## config.mk

```make
export PLATFORM = sky130hd
export DESIGN_NAME = osd_overlay
export DESIGN_NICKNAME = d
export VERILOG_FILES = /design/src/rtl/osd_pkg.sv /design/src/rtl/osd_axis_ctr.sv /design/src/rtl/osd_glyph_rom.sv /design/src/rtl/osd_regs.sv /design/src/rtl/osd_overlay.sv
export SDC_FILE = /design/constraint.sdc
export NUM_CORES = 2
export LEC_CHECK = 0
export ABC_AREA = 1
export BUFFER_PORTS_ARGS = -buffer_cell sky130_fd_sc_hd__buf_4
export CORE_MARGIN = 5
export CORE_UTILIZATION = 45
export CTS_CLUSTER_DIAMETER = 60
export DETAILED_ROUTE_END_ITERATION = 10
export MAX_ROUTING_LAYER = met4
export PLACE_DENSITY_LB_ADDON = 0.05
export SLEW_MARGIN = 20
export SYNTH_ARGS = -nofsm -noshare
export SYNTH_HDL_FRONTEND = slang
export SYNTH_HIERARCHICAL = 1
export SYNTH_SLANG_ARGS = --single-unit
```

## constraint.sdc

```tcl
create_clock -name clk -period 15.6 [get_ports clk]
set_input_delay 0.78 -clock clk [delete_from_list [all_inputs] [get_ports clk]]
set_output_delay 0.78 -clock clk [all_outputs]
set_load 0.01 [all_outputs]
```

## src/rtl/osd_pkg.sv

```systemverilog
package osd_pkg;
  localparam int OSD_COLS    = 20;
  localparam int OSD_ROWS    = 6;
  localparam int OSD_CELL_W  = 12;
  localparam int OSD_CELL_H  = 15;
  localparam int OSD_GLYPHS  = 96;
  localparam int OSD_CODE_W  = 7;
  localparam int OSD_CLR_W   = 3;
  localparam int OSD_POS_W   = 10;
  localparam int OSD_CELLS_N = OSD_COLS * OSD_ROWS;

  typedef struct packed {
    logic [7:0]           hpos;
    logic [7:0]           vpos;
    logic                 hdbl;
    logic                 vdbl;
    logic                 rowbg_en;
    logic                 frame_en;
    logic                 bar_en;
    logic [2:0]           bar_row;
    logic [4:0]           bar_split;
    logic [OSD_CLR_W-1:0] bar_a;
    logic [OSD_CLR_W-1:0] bar_b;
    logic [OSD_CLR_W-1:0] frame_col;
  } osd_cfg_t;
endpackage

```

## src/rtl/osd_axis_ctr.sv

```systemverilog
module osd_axis_ctr #(
  parameter int CELL  = 12,
  parameter int CELLS = 20,
  parameter int POS_W = 10,
  localparam int SUB_W = $clog2(CELL),
  localparam int IDX_W = $clog2(CELLS)
) (
  input  logic             clk,
  input  logic             rst_n,
  input  logic             restart,
  input  logic             step,
  input  logic [7:0]       start_pos,
  input  logic             dbl,
  output logic             active,
  output logic [IDX_W-1:0] idx,
  output logic [SUB_W-1:0] sub
);
  logic [POS_W-1:0] pos_q, pos_d;
  logic             act_q, act_d;
  logic [IDX_W-1:0] idx_q, idx_d;
  logic [SUB_W-1:0] sub_q, sub_d;
  logic             rep_q, rep_d;

  always_comb begin
    pos_d = pos_q;
    act_d = act_q;
    idx_d = idx_q;
    sub_d = sub_q;
    rep_d = rep_q;
    if (restart) begin
      pos_d = '0;
      act_d = (start_pos == 8'd0);
      idx_d = '0;
      sub_d = '0;
      rep_d = 1'b0;
    end else if (step) begin
      if (pos_q != {POS_W{1'b1}}) pos_d = pos_q + 1'b1;
      if (act_q) begin
        if (dbl && !rep_q) begin
          rep_d = 1'b1;
        end else begin
          rep_d = 1'b0;
          if (sub_q == SUB_W'(CELL - 1)) begin
            sub_d = '0;
            if (idx_q == IDX_W'(CELLS - 1)) act_d = 1'b0;
            else                            idx_d = idx_q + 1'b1;
          end else begin
            sub_d = sub_q + 1'b1;
          end
        end
      end else if (pos_d == POS_W'(start_pos)) begin
        act_d = 1'b1;
        idx_d = '0;
        sub_d = '0;
        rep_d = 1'b0;
      end
    end
  end

  always_ff @(posedge clk or negedge rst_n) begin
    if (!rst_n) begin
      pos_q <= '0;
      act_q <= 1'b0;
      idx_q <= '0;
      sub_q <= '0;
      rep_q <= 1'b0;
    end else if (restart || step) begin
      pos_q <= pos_d;
      act_q <= act_d;
      idx_q <= idx_d;
      sub_q <= sub_d;
      rep_q <= rep_d;
    end
  end

  assign active = act_q;
  assign idx    = idx_q;
  assign sub    = sub_q;

  AST_ENTRY_AT_ORIGIN: assert property (@(posedge clk) disable iff (!rst_n)
    $rose(act_q) |-> (idx_q == '0 && sub_q == '0 && !rep_q));
  AST_CELL_IN_RANGE: assert property (@(posedge clk) disable iff (!rst_n)
    act_q |-> (idx_q < IDX_W'(CELLS) && sub_q < SUB_W'(CELL)));
  AST_SINGLE_NO_REPEAT: assert property (@(posedge clk) disable iff (!rst_n)
    (act_q && !rep_q && !dbl && step && !restart) |=> !rep_q);
endmodule

```

## src/rtl/osd_glyph_rom.sv

```systemverilog
module osd_glyph_rom #(
  parameter int CODE_W = 7,
  parameter int LINE_W = 4,
  parameter int HALF_W = 6,
  parameter int GLYPHS = 96
) (
  input  logic [CODE_W-1:0] code,
  input  logic [LINE_W-1:0] line,
  input  logic              half,
  output logic [HALF_W-1:0] word
);
  logic             blank;
  logic [HALF_W-1:0] sum;

  assign blank = (code == '0) || (code >= CODE_W'(GLYPHS));
  assign sum   = HALF_W'(code) + HALF_W'({line, 1'b0}) + HALF_W'(half);
  assign word  = blank ? '0 : sum;
endmodule

```

## src/rtl/osd_regs.sv

```systemverilog
module osd_regs
  import osd_pkg::*;
#(
  parameter int ROWS   = OSD_ROWS,
  parameter int CELLS  = OSD_CELLS_N,
  parameter int CODE_W = OSD_CODE_W,
  parameter int CLR_W  = OSD_CLR_W,
  localparam int ATTR_BASE = 8
) (
  input  logic                        clk,
  input  logic                        rst_n,
  input  logic                        wr_en,
  input  logic                        wr_vram,
  input  logic [6:0]                  wr_addr,
  input  logic [7:0]                  wr_data,
  input  logic [6:0]                  rd_addr,
  output logic [CODE_W-1:0]           rd_code,
  output osd_cfg_t                    cfg,
  output logic [ROWS-1:0][CLR_W-1:0]  row_fg,
  output logic [ROWS-1:0][CLR_W-1:0]  row_bg
);
  osd_cfg_t                    cfg_q, cfg_d;
  logic [ROWS-1:0][CLR_W-1:0]  fg_q, fg_d, bg_q, bg_d;
  logic [CELLS-1:0][CODE_W-1:0] mem_q;
  logic                        reg_we, vram_we;

  assign reg_we  = wr_en && !wr_vram;
  assign vram_we = wr_en && wr_vram;

  always_comb begin
    cfg_d = cfg_q;
    fg_d  = fg_q;
    bg_d  = bg_q;
    case (wr_addr)
      7'd0: cfg_d.hpos = wr_data;
      7'd1: cfg_d.vpos = wr_data;
      7'd2: begin
        cfg_d.hdbl     = wr_data[0];
        cfg_d.vdbl     = wr_data[1];
        cfg_d.rowbg_en = wr_data[2];
        cfg_d.frame_en = wr_data[3];
        cfg_d.bar_en   = wr_data[4];
      end
      7'd3: cfg_d.bar_row   = wr_data[2:0];
      7'd4: cfg_d.bar_split = wr_data[4:0];
      7'd5: begin
        cfg_d.bar_a = wr_data[CLR_W-1:0];
        cfg_d.bar_b = wr_data[4 +: CLR_W];
      end
      7'd6: cfg_d.frame_col = wr_data[CLR_W-1:0];
      default: begin
        for (int r = 0; r < ROWS; r++) begin
          if (wr_addr == 7'(ATTR_BASE + r)) begin
            fg_d[r] = wr_data[CLR_W-1:0];
            bg_d[r] = wr_data[4 +: CLR_W];
          end
        end
      end
    endcase
  end

  always_ff @(posedge clk or negedge rst_n) begin
    if (!rst_n) begin
      cfg_q <= '0;
      fg_q  <= '0;
      bg_q  <= '0;
    end else if (reg_we) begin
      cfg_q <= cfg_d;
      fg_q  <= fg_d;
      bg_q  <= bg_d;
    end
  end

  always_ff @(posedge clk or negedge rst_n) begin
    if (!rst_n) begin
      mem_q <= '0;
    end else if (vram_we) begin
      for (int i = 0; i < CELLS; i++) begin
        if (wr_addr == 7'(i)) mem_q[i] <= wr_data[CODE_W-1:0];
      end
    end
  end

  always_comb begin
    rd_code = '0;
    for (int i = 0; i < CELLS; i++) begin
      if (rd_addr == 7'(i)) rd_code = mem_q[i];
    end
  end

  assign cfg    = cfg_q;
  assign row_fg = fg_q;
  assign row_bg = bg_q;

  AST_ALIAS_WRITE_DROPPED: assert property (@(posedge clk) disable iff (!rst_n)
    (vram_we && wr_addr >= 7'(CELLS)) |=> $stable(mem_q));
  AST_VRAM_HOLDS_IDLE: assert property (@(posedge clk) disable iff (!rst_n)
    !vram_we |=> $stable(mem_q));
endmodule

```

## src/rtl/osd_overlay.sv

```systemverilog
module osd_overlay
  import osd_pkg::*;
#(
  parameter int COLS   = OSD_COLS,
  parameter int ROWS   = OSD_ROWS,
  parameter int CELL_W = OSD_CELL_W,
  parameter int CELL_H = OSD_CELL_H,
  parameter int GLYPHS = OSD_GLYPHS,
  localparam int HALF_W = CELL_W / 2,
  localparam int COL_W  = $clog2(COLS),
  localparam int ROW_W  = $clog2(ROWS),
  localparam int XS_W   = $clog2(CELL_W),
  localparam int YS_W   = $clog2(CELL_H),
  localparam int BIT_W  = $clog2(HALF_W)
) (
  input  logic       clk,
  input  logic       rst_n,
  input  logic       hsync_strobe,
  input  logic       vsync_strobe,
  input  logic       host_we,
  input  logic       host_vram_sel,
  input  logic [6:0] host_addr,
  input  logic [7:0] host_wdata,
  output logic       pix_fg,
  output logic       pix_bg,
  output logic [2:0] pix_color,
  output logic       overlay_en
);
  osd_cfg_t                       cfg;
  logic [ROWS-1:0][OSD_CLR_W-1:0] row_fg, row_bg;
  logic [OSD_CODE_W-1:0]          code;
  logic [6:0]                     rd_addr;

  logic             h_act, v_act, in_win;
  logic [COL_W-1:0] h_col;
  logic [XS_W-1:0]  h_sub;
  logic [ROW_W-1:0] v_row;
  logic [YS_W-1:0]  v_line;

  logic              half;
  logic [BIT_W-1:0]  bit_k;
  logic [BIT_W-1:0]  bit_sel;
  logic [HALF_W-1:0] word;
  logic              glyph_on;
  logic [2:0]        fg_clr, rfg, rbg;
  logic              bar_hit;

  osd_regs u_regs (
    .clk     (clk),
    .rst_n   (rst_n),
    .wr_en   (host_we),
    .wr_vram (host_vram_sel),
    .wr_addr (host_addr),
    .wr_data (host_wdata),
    .rd_addr (rd_addr),
    .rd_code (code),
    .cfg     (cfg),
    .row_fg  (row_fg),
    .row_bg  (row_bg)
  );

  osd_axis_ctr #(.CELL(CELL_W), .CELLS(COLS), .POS_W(OSD_POS_W)) u_hctr (
    .clk       (clk),
    .rst_n     (rst_n),
    .restart   (hsync_strobe),
    .step      (1'b1),
    .start_pos (cfg.hpos),
    .dbl       (cfg.hdbl),
    .active    (h_act),
    .idx       (h_col),
    .sub       (h_sub)
  );

  osd_axis_ctr #(.CELL(CELL_H), .CELLS(ROWS), .POS_W(OSD_POS_W)) u_vctr (
    .clk       (clk),
    .rst_n     (rst_n),
    .restart   (vsync_strobe),
    .step      (hsync_strobe),
    .start_pos (cfg.vpos),
    .dbl       (cfg.vdbl),
    .active    (v_act),
    .idx       (v_row),
    .sub       (v_line)
  );

  assign in_win  = h_act && v_act;
  assign rd_addr = 7'(v_row) * 7'(COLS) + 7'(h_col);

  assign half    = (h_sub >= XS_W'(HALF_W));
  assign bit_k   = half ? BIT_W'(h_sub - XS_W'(HALF_W)) : BIT_W'(h_sub);
  assign bit_sel = BIT_W'(HALF_W - 1) - bit_k;

  osd_glyph_rom #(.CODE_W(OSD_CODE_W), .LINE_W(YS_W), .HALF_W(HALF_W), .GLYPHS(GLYPHS)) u_glyph (
    .code (code),
    .line (v_line),
    .half (half),
    .word (word)
  );

  assign glyph_on = word[bit_sel];

  always_comb begin
    rfg = '0;
    rbg = '0;
    for (int r = 0; r < ROWS; r++) begin
      if (v_row == ROW_W'(r)) begin
        rfg = row_fg[r];
        rbg = row_bg[r];
      end
    end
  end

  assign bar_hit = cfg.bar_en && (3'(v_row) == cfg.bar_row);

  always_comb begin
    if (bar_hit) fg_clr = (5'(h_col) < cfg.bar_split) ? cfg.bar_a : cfg.bar_b;
    else         fg_clr = rfg;
  end

  always_comb begin
    pix_fg     = 1'b0;
    pix_bg     = 1'b0;
    pix_color  = '0;
    overlay_en = in_win;
    if (in_win) begin
      if (glyph_on) begin
        pix_fg    = 1'b1;
        pix_color = fg_clr;
      end else if (cfg.rowbg_en) begin
        pix_bg    = 1'b1;
        pix_color = rbg;
      end else if (cfg.frame_en) begin
        pix_bg    = 1'b1;
        pix_color = cfg.frame_col;
      end
    end
  end

  AST_FG_NEEDS_WINDOW: assert property (@(posedge clk) disable iff (!rst_n)
    pix_fg |-> overlay_en);
  AST_DARK_OUTSIDE: assert property (@(posedge clk) disable iff (!rst_n)
    !overlay_en |-> (pix_color == '0 && !pix_bg));
  AST_FG_BG_EXCLUSIVE: assert property (@(posedge clk) disable iff (!rst_n)
    !(pix_fg && pix_bg));
  AST_BLANK_CODE_DARK: assert property (@(posedge clk) disable iff (!rst_n)
    (code == '0 || code >= 7'(GLYPHS)) |-> !pix_fg);
endmodule

```

After elaboration in Yosys (flattened, before gate mapping):

Cells that the tools add are included.

* multiplexer cells: 202
* bitwise operators: 1
* equal/unequal tests: 257
* $mul: 1
* reductions and logical operators: 160
* order comparisons: 4
* add/subtract/negate cells: 11

Operators by type and width (number)
* 7-bit two-way mux: 120
* 7-bit equality test (second input constant): 112
* 7-bit by 6-bit equality test with 1-bit output (second input constant): 64
* 2-bit AND reduction: 129
* 7-bit by 5-bit equality test with 1-bit output (second input constant): 32
* 7-bit by 4-bit equality test with 1-bit output (second input constant): 16
* 10-bit two-way mux: 8
* 3-bit two-way mux: 26
* 7-bit by 3-bit equality test with 1-bit output (second input constant): 8
* 4-bit two-way mux: 11
* 5-bit two-way mux: 6
* 1-bit two-way mux: 29
* 7-bit by 2-bit equality test with 1-bit output (second input constant): 4
* 7-bit logical NOT: 3
* 3-bit AND reduction: 7
* 10-bit by 1-bit adder with 10-bit output (second input constant): 2
* 10-bit by 8-bit equality test with 1-bit output: 2
* 10-bit != test (second input constant): 2
* 3-bit != test (second input constant): 6
* 8-bit logical NOT: 2
* 7-bit by 1-bit equality test with 1-bit output (second input constant): 2
* 4-bit by 1-bit adder with 4-bit output (second input constant): 2
* 4-bit equality test (second input constant): 2
* 4-bit AND reduction: 2
* other kinds (28): 39

* register bits after elaboration: 954
* bits of input ports: 21
* output and inout port bits: 6

Longest topological paths before layout:

* depth after elaboration: 130
* gate-level depth with buffers: 89
* depth with buffers taken out: 88

Modules after synthesis:

The synthesis kept the hierarchy.

By module, submodules not included
* osd_regs: area each 40742.8 µm², instances 1, cells each 5084
* osd_axis_ctr (u_hctr): area each 1572.8 µm², instances 1, cells each 221
* osd_axis_ctr (u_vctr): area each 1397.6 µm², instances 1, cells each 201
* osd_overlay: area each 1056.0 µm², instances 1, cells each 209
* osd_glyph_rom: area each 289.0 µm², instances 1, cells each 51

Worst setup path before layout:

Ideal clock, no wire load.

* path kind: register -> output
* start point: reg u_vctr.idx_q[0] (netlist: u_vctr/idx[0])
* end point: out pix_color[2]
* path buffers: 1
* slack: 7.159 ns
* arrival: 7.661 ns
* required time: 14.820 ns
* stages on the path, launching flop included: 86
* cells stage by stage: dfrtp_1 > ha_1 > ha_1 > nand2_1 > o21ai_0 > xnor2_1 > inv_2 > nand3_2 > buf_12 > nor2_2 > nand2_1 > nand4_1 > nand2_1 > nand4_1 > nand2_1 > nand4_1 > nor2_1 > nand3_1 > [... 50 more ...] > nand2_1 > nand4_1 > nand2_1 > nand3_1 > nand2_1 > nand4_1 > ha_1 > fa_1 > nand3_1 > nand3_1 > xor2_1 > nand2_1 > inv_1 > mux2i_1 > nand3_1 > a21boi_0 > nand2_1 > nand2_1

* longest elaborated chain between the ends: 130
* elaborated cells on any way between the ends: 274
* those cells by class: add/sub (3); mul (1); order compare (1); eq/ne (125); mux (139); reduce/logical (5)

RTL lines
* start: declaration: line osd_axis_ctr.sv:20 `logic [IDX_W-1:0] idx_q, idx_d;`
* start signal: assignment: line osd_axis_ctr.sv:70 `idx_q <= idx_d;`
* 3-bit by 3-bit multiplier with 5-bit output *: line osd_overlay.sv:87 `assign rd_addr = 7'(v_row) * 7'(COLS) + 7'(h_col);`
* 7-bit by 5-bit adder with 7-bit output *: line osd_overlay.sv:87
* named net rd_addr[6]: line osd_overlay.sv:32 `logic [6:0] rd_addr;`
* 7-bit logical NOT: line osd_regs.sv:87 `if (rd_addr == 7'(i)) rd_code = mem_q[i];`
* 7-bit two-way mux (119 in a row): line osd_regs.sv:87
* 7-bit two-way mux *: line osd_regs.sv:87
* named net code[0]: line osd_overlay.sv:31 `logic [OSD_CODE_W-1:0] code;`
* 6-bit by 5-bit adder with 6-bit output, or another cell as far along: line osd_glyph_rom.sv:16 `assign sum = HALF_W'(code) + HALF_W'({line, 1'b0}) + HALF_W'(half);`
* 6-bit by 1-bit adder with 6-bit output or 1-bit logical OR (tied branches): line osd_glyph_rom.sv:16, osd_glyph_rom.sv:15
* 6-bit two-way mux *: line osd_glyph_rom.sv:17 `assign word = blank ? '0 : sum;`
* named net word[4]: line osd_overlay.sv:43 `logic [HALF_W-1:0] word;`
* 1-bit binary-select mux with 3-bit select *: line osd_overlay.sv:100 `assign glyph_on = word[bit_sel];`
* 1-bit two-way mux (implied by the code) *: line osd_overlay.sv:100
* 3-bit two-way mux *: line osd_overlay.sv:126 `if (glyph_on) begin`
* 3-bit two-way mux *: line osd_overlay.sv:125 `if (in_win) begin`
* end: declaration: line osd_overlay.sv:26 `output logic [2:0] pix_color,`

Mark *: on every way through the listed nets, which the timed path passes. The rest lies on a longest branch. The select of a mux whose other input is x is not followed.

Worst setup path after layout:

Ends and elaborated chain as after synthesis.

==> flow_metrics.tcl <==
set metrics [dict create \
    synth_top_cell_area_share 0.530 \
    ant_nets 0 \
    clock-sinks 954 \
    cp_top_family "simple AND/OR/NAND/NOR gates" \
    slowest_stage "dfrtp_1" \
    clkTransAtPathRegs_ps 60 \
    fin_crit_ps 12810 \
    required_ps 14820 \
    synth_area_leaders "dfrtp_1 (53%), nand2_1 (17%), o21ai_0 (11%)" \
    grt_max_degree 159 \
    cts_buffers 116 \
    syn_inst 5766 \
    portBuffers 26 \
    synth_warnings 6 \
    slowest_delay_ps 760 \
    track_usage 0.271 \
    hp-class "input port to async pin" \
    cp-start-kind "flop" \
    drv_slew 0 \
    die_w_microns 326 \
    via_count 38200 \
    p_leak_uw 0.0228 \
    start_util 0.452 \
    crit_type "flop to output pin" \
    detailedRoute.firstPassIterationCount 5 \
    viasPerCell 5.37 \
    crit_fanout 18 \
    place_hpwl_microns 91600 \
    core-area_sq_um 99700 \
    status "finished, final reports clean" \
    yosysSeqAreaShare 0.530 \
    place_congestion 0.896 \
    arrival_ps 12030 \
    grt_pass1_vias 36200 \
    synth_commonest_cells "nand2_1 (2071), o21ai_0 (1006), dfrtp_1 (954), inv_1 (408), nor2_1 (360)" \
    synth.distinct_cells 49 \
    wire_per_inst_microns 20.0 \
    ys_seq_elements 954 \
    syn_area_sq_um 45100 \
    drive_gt1_frac 0.0761 \
    cts_root_buf "clkbuf_16" \
    finalSetupTns_ps 0 \
    avgSynthCellArea_sq_um 7.81 \
    synth_fp_nets 5812 \
    die_y_microns 326 \
    cts_setup_buffers 0 \
    maxCapViolCount 0 \
    dieArea_sq_um 107000 \
    drt_iter0_drc 3235 \
    rows 116 \
    antenna_found_initial 5 \
    clock-skew-final_ps 14.5 \
    setup_viol 0 \
    cpMostUsedCell "nand2_1" \
    clk_latency_ps 710 \
    relSlewSlack 0.247 \
    syn_to_final_growth_pct 12.2 \
    synth_area_leader_cell "dfrtp_1" \
    ctsHtreeMaxLevel 3 \
    synth_flop_cell "dfrtp_1" \
    grt_overflow_total 0 \
    peakVddDrop_uv 84.3 \
    postCtsResizedCells 0 \
    drc 0 \
    cts_buffer_depth 3 \
    grt_pass1_wl_microns 220000 \
    ctsHoldBuffers 0 \
    ios 27 \
    post-route-period-util 0.821 \
    finalNetCount 5753 \
    synth_edf_count 0 \
    async_flop_share 1.00 \
    fmax_mhz 78.0 \
    tightest_slew_ps 1130 \
    fin_util 0.507 \
    hold_viol 0 \
    routed_wl_microns 143000 \
    rsz0062_at_grt "no" \
    synth.most_common_cell "nand2_1" \
    endpoint_kind "output pin" \
    path_buf_inv 3 \
    cts_tree "done" \
    pwr_density_cell_nw_per_um2 127 \
]
==> registers in the layout, summed over array words and instances, names as in the netlist <==
register       cells
u_regs/row_fg     18
u_vctr/rep_q       1
u_vctr/idx         3
u_hctr/active      1
u_vctr/sub         4
u_regs/mem_q     840
u_hctr/pos_q      10
u_vctr/pos_q      10
u_vctr/active      1
u_hctr/idx         5
u_regs/row_bg     18
u_regs/cfg        38
u_hctr/rep_q       1
u_hctr/sub         4
==> logic make-up after synthesis <==
group,synth area share
compound gates,0.131
mux,0.000222
other cells,0.0000832
fa+ha+maj,0.00728
simple gates,0.269
flops,0.530
buf+inv,0.0590
xor+xnor,0.00350
==> path summary, 6_finish.rpt <==
check	endpoint	slack (ps)	from	cells past startpoint
min	u_regs/mem_q[579]	50	rst_n	1
min in group clk	u_regs/cfg[29]	410	host_wdata[7]	3
min reg2reg	u_regs/mem_q[191]	480	u_regs/mem_q[191]	2
max	pix_color[2]	2790	u_vctr/idx[0]	87
max in group asynchronous	u_regs/mem_q[251]	12520	rst_n	4
max reg2reg	u_vctr/idx[0]	13120	u_vctr/pos_q[0]	13
==> metal layers <==
layer | share of wire | track usage
met1 | 0.47 | 0.384
met2 | 0.44 | 0.400
met3 | 0.064 | 0.0506
met4 | 0.034 | 0.0844
met5 | 0 | -
==> cells in the final DEF (no fill, tap or decap), types with 3 or more instances in the layout <==
master	Yosys	layout
nor3_1	28	21
nand2_4	6	6
inv_6	0	17
o31ai_1	11	11
inv_1	408	401
a22oi_1	3	3
nand3_1	113	113
inv_2	27	27
o21ai_1	7	7
clkinv_2	0	18
clkbuf_8	0	18
xor2_1	10	10
dfrtp_1	954	954
nor3_2	0	4
nor4_1	3	3
nand2_2	13	13
a21oi_1	112	112
nand3_2	6	6
clkinv_1	8	8
clkinvlp_4	0	13
o21ai_0	1006	1006
nor3_4	1	4
xnor2_1	8	8
bufinv_16	0	18
o22ai_1	6	6
or2_2	59	59
or2_1	8	8
clkbuf_16	0	116
buf_4	1	71
buf_12	1	3
nor2_4	7	7
nor2_1	360	359
inv_16	0	3
nand2_1	2071	2071
ha_1	23	23
nand4_1	209	209
diode_2	0	3
clkbuf_1	246	17
nor2_8	3	3
nor2_2	20	21
==> final cells by class <==
| class | instances | area (sq um) |
|---|---|---|
| sequential | 954 | 23900 |
| clock buffer | 151 | 3210 |
| tap | 1298 | 1620 |
| clock inverter | 68 | 941 |
| multi-input combinational | 4116 | 18600 |
| timing repair buffer | 76 | 619 |
| inverter | 443 | 1700 |
| fill | 9755 | 49200 |
| antenna | 3 | 7.51 |
==> power breakdown <==
part | switching, uW | internal [uW]
clock | 1140 | 1760
sequential | 88.9 | 2600
combinational | 608 | 224
==> metrics by stage <==
stage	power [uW]	hold WS [ps]	instances	worst slack (ps)	instance area (sq um)
floorplan	3200	445	5766	7160	45100
global placement	3550	459	6887	3600	46400
detailed placement	3560	466	6887	3560	46400
CTS	6480	103	7106	2740	50500
global route	6680	124	7106	1650	50600
finish	6420	49.9	7109	2790	50600
Power figures use the tool's default switching activity.
